===== src/rtl/cla_pkg.sv =====
package cla_pkg;
  // Summary of a span of slices, active-high meaning internally
  typedef struct packed {
    logic gen;
    logic prop;
  } span_pg_t;
endpackage


===== src/rtl/cla_polarity.sv =====
module cla_polarity #(
  parameter int W = 4
) (
  input  logic [W-1:0] low_true,
  output logic [W-1:0] high_true
);
  for (genvar i = 0; i < W; i++) begin : g_inv
    assign high_true[i] = ~low_true[i];
  end
endmodule


===== src/rtl/cla_carry_terms.sv =====
module cla_carry_terms #(
  parameter int NGRP = 4,
  localparam int NOUT = NGRP - 1
) (
  input  logic [NGRP-1:0] p,
  input  logic [NGRP-1:0] g,
  input  logic            cin,
  output logic [NOUT-1:0] c_next
);
  // Flattened sum of products per output: no term waits on another carry
  for (genvar k = 0; k < NOUT; k++) begin : g_carry
    always_comb begin
      logic acc;
      logic run;
      acc = g[k];
      run = p[k];
      for (int j = k - 1; j >= 0; j--) begin
        acc = acc | (run & g[j]);
        run = run & p[j];
      end
      c_next[k] = acc | (run & cin);
    end
  end
endmodule


===== src/rtl/cla_group_terms.sv =====
module cla_group_terms
  import cla_pkg::*;
#(
  parameter int NGRP = 4
) (
  input  logic [NGRP-1:0] p,
  input  logic [NGRP-1:0] g,
  output span_pg_t        span
);
  always_comb begin
    logic acc;
    logic run;
    acc = g[NGRP-1];
    run = p[NGRP-1];
    for (int j = NGRP - 2; j >= 0; j--) begin
      acc = acc | (run & g[j]);
      run = run & p[j];
    end
    span.gen  = acc;
    span.prop = &p;
  end
endmodule


===== src/rtl/cla_gen4.sv =====
module cla_gen4
  import cla_pkg::*;
#(
  parameter int NGRP = 4,
  localparam int NC = NGRP - 1
) (
  input  logic [NGRP-1:0] prop_n,
  input  logic [NGRP-1:0] gen_n,
  input  logic            carry_in,
  output logic [NC-1:0]   carry_out,
  output logic            grp_gen_n,
  output logic            grp_prop_n
);
  logic [NGRP-1:0] p_act;
  logic [NGRP-1:0] g_act;
  span_pg_t        span;

  cla_polarity #(.W(NGRP)) u_pol_p (.low_true(prop_n), .high_true(p_act));
  cla_polarity #(.W(NGRP)) u_pol_g (.low_true(gen_n),  .high_true(g_act));

  cla_carry_terms #(.NGRP(NGRP)) u_carry (
    .p(p_act), .g(g_act), .cin(carry_in), .c_next(carry_out)
  );

  cla_group_terms #(.NGRP(NGRP)) u_group (
    .p(p_act), .g(g_act), .span(span)
  );

  assign grp_gen_n  = ~span.gen;
  assign grp_prop_n = ~span.prop;

  always_comb begin
    if (gen_n == '1 && prop_n == '1 && carry_in == 1'b0)
      AST_IDLE_QUIET: assert (carry_out == '0 && grp_gen_n && grp_prop_n);
    if (gen_n[0] == 1'b0)
      AST_SLICE0_GEN: assert (carry_out[0] == 1'b1);
    if (gen_n[0] == 1'b0 && prop_n[NC:1] == '0)
      AST_GEN0_SPANS: assert (carry_out == '1 && grp_gen_n == 1'b0);
    if (prop_n == '0 && carry_in)
      AST_FULL_PASS: assert (carry_out == '1 && grp_prop_n == 1'b0);
    if (gen_n == '1)
      AST_NO_GEN_NO_GRP: assert (grp_gen_n == 1'b1);
  end

  for (genvar k = 0; k + 1 < NC; k++) begin : g_chk
    always_comb begin
      if (carry_out[k] && prop_n[k+1] == 1'b0)
        AST_CARRY_ADVANCES: assert (carry_out[k+1] == 1'b1);
    end
  end
endmodule


===== config.mk =====
export PLATFORM = sky130hd
export DESIGN_NAME = cla_gen4
export DESIGN_NICKNAME = d
export VERILOG_FILES = /design/src/rtl/cla_pkg.sv /design/src/rtl/cla_polarity.sv /design/src/rtl/cla_carry_terms.sv /design/src/rtl/cla_group_terms.sv /design/src/rtl/cla_gen4.sv
export SDC_FILE = /design/constraint.sdc
export NUM_CORES = 1
export LEC_CHECK = 0
export ABC_CLOCK_PERIOD_IN_PS = 800
export BUFFER_PORTS_ARGS = -buffer_cell sky130_fd_sc_hd__buf_2
export CORE_AREA = 3 3 40 42
export DETAILED_ROUTE_END_ITERATION = 7
export DIE_AREA = 0 0 43 45
export GPL_TIMING_DRIVEN = 1
export PLACE_DENSITY = 0.3
export SLEW_MARGIN = 15
export SYNTH_ARGS = -nofsm -noshare
export SYNTH_HDL_FRONTEND = slang
export SYNTH_SLANG_ARGS = --single-unit
export TNS_END_PERCENT = 100

===== constraint.sdc =====
create_clock -name vclk -period 0.8
set_input_delay 0.04 -clock vclk [all_inputs]
set_output_delay 0.04 -clock vclk [all_outputs]
set_load 0.005 [all_outputs]

==> flow_summary.ini <==
[run_status]
status = finished, final reports clean

[setup_path]
crit_buf_inv = 2
critPathMostFrequentCell = buf_2
critPathSlowestCell = o21a_1
critical_path_required_ns = 0.76
cp_top_family = compound AO/OA/AOI/OAI gates
crit_path_cell_trace = buf_2, o21a_1, o31ai_2, buf_2
critical_path_class = in2out
worstPathArrival_ns = 0.68
critPathMaxStageDelay_ns = 0.21
crit_path_end_kind = output port
start_kind = input port
path_max_fanout = 3

[floorplanning]
core_um2 = 1285
core.rowCount = 13
dieArea_um2 = 1935
ios = 14
die_w_um = 43
die_height_um = 45
floorplan.initialDensity = 0.05161

[logic_synthesis]
synth-xor-area-share = 0
avgSynthCellArea_um2 = 5.526
synthAdderAreaFrac = 0
syn-num-nets = 21
ys_types = 7
synth-warning-count = 0
syn_inst = 12
synth_simple_gate_area_share = 0.1698
synth_top_cell_by_area = o21ai_0
synth_top_family_by_area = compound AO/OA/AOI/OAI gates
syn-cell-area_um2 = 66.31
synth.area.mux_share = 0
synthTopCellsByArea = o21ai_0 (23%), o21a_1 (23%), o31ai_2 (19%)
seq_area_frac_synth = 0
synth_compound_area_frac = 0.7170
synth_top_area_share = 0.2264

[grt]
gr-max-usage-layer = met2
grt_max_degree = 5
grt_pass1_wl_um = 524
gr-usage-met3 = 0.003984
antenna_found_initial = 0
grt-ovfl-total = 0
grt_pass1_vias = 117
met1_usage = 0.04286
grt_util_all_layers = 0.03400
grtUsageMet2 = 0.06587

[layout]
nClkBuffers = 0
n_antenna_cell = 0
drive_gt1_frac = 0.5769
seq_cell_count = 0
area_growth_pct = 134.0
mostFrequentLayoutCells = buf_2 (14), o21ai_0 (3), nor2_1 (2), inv_1 (2), o21a_1 (2)
fin_nets = 37
fin_util = 0.1207
final_common_cell = buf_2
seq_area_um2 = 0
fillers = 151

[drt]
ant_nets = 0
drc = 0
wl_per_cell_um = 7.951
routed-via-count = 130
dr.pass1.iters = 2
vias_per_cell = 3.171
drt_iter0_drc = 3
wl_um = 326

[placement]
dpl.hpwl_um = 313.1
io_buffers = 14
routabilityCongestion = 0.6447

[timing]
max_freq_ghz = 1.394
setup_violations = 0
hold_viol_final = 0
timing.hold.ws_ns = 0.3453
period_needed_ns = 0.7171
finalSetupTns_ns = 0
slew_violations = 0
period_share = 0.8964
rsz0062_at_grt = no
max_slew_margin = 0.8867
worst_pin_slew_ns = 0.1690

[clock_network]
cts_resized = 0
cts-hold-fix-buffers = 0
cts_setup_buffers = 0

[min_path]
hold_class = in2out

[job]
cap_violations = 0

[pwr]
p_leak_uw = 0.00007807
powerDensity_nw_per_um2 = 443.5
ir_drop_mv = 0.04135
worst min-delay path: stages:
cell and delay, ns:
buf_2 0.08, nor2_1 0.04, nand2_1 0.04, buf_2 0.10
final timing paths:
kind,startpoint,to,slack (ns),depth (start not counted)
max,prop_n[0],carry_out[2],0.08,4
min,prop_n[3],grp_prop_n,0.35,4
metrics by stage:
step / worst slack [ns] / cells / power (uW) / area, um^2
after global routing: 0.03441 / 41 / 80.88 / 155.1
after floorplan: 0.3281 / 12 / 24.83 / 66.31
after CTS: 0.05768 / 41 / 71.27 / 155.1
final: 0.08288 / 41 / 68.80 / 155.1
after detailed placement: 0.06170 / 41 / 71.02 / 155.1
after global placement: 0.06809 / 41 / 70.87 / 155.1
per-layer routing:
metal / vias to the layer above / wire, um
met4: 0 / 0
met3: 0 / 41
met5: - / 0
met1: 53 / 120
met2: 7 / 164
li1: 70 / -
cell families (layout without fill, tap and decap cells):
logic type             count (synthesis)  in the layout
AOI/OAI and AO/OA                      7              7
buffers and inverters                  2             16
and+or+nand+nor                        3              3
area by class of cell:
cell class                      instances  area [um^2]  area share
Inverter                                2        7.507     0.04839
Multi-Input combinational cell         10        58.81      0.3790
Tap cell                               15        18.77      0.1210
Timing Repair Buffer                   14        70.07      0.4516
synthesized netlist by cell type:
master   instances
o21ai_0          3
o31ai_2          1
o21a_1           2
a21oi_1          1
nand2_1          1
nor2_1           2
inv_1            2
where the power goes:
group / switching (uW) / internal (uW)
Combinational: 31.8 / 37.0
Sequential: 0 / 0
Clock: 0 / 0
Total: 31.8 / 37.0
(Power assumes the default switching activity.)
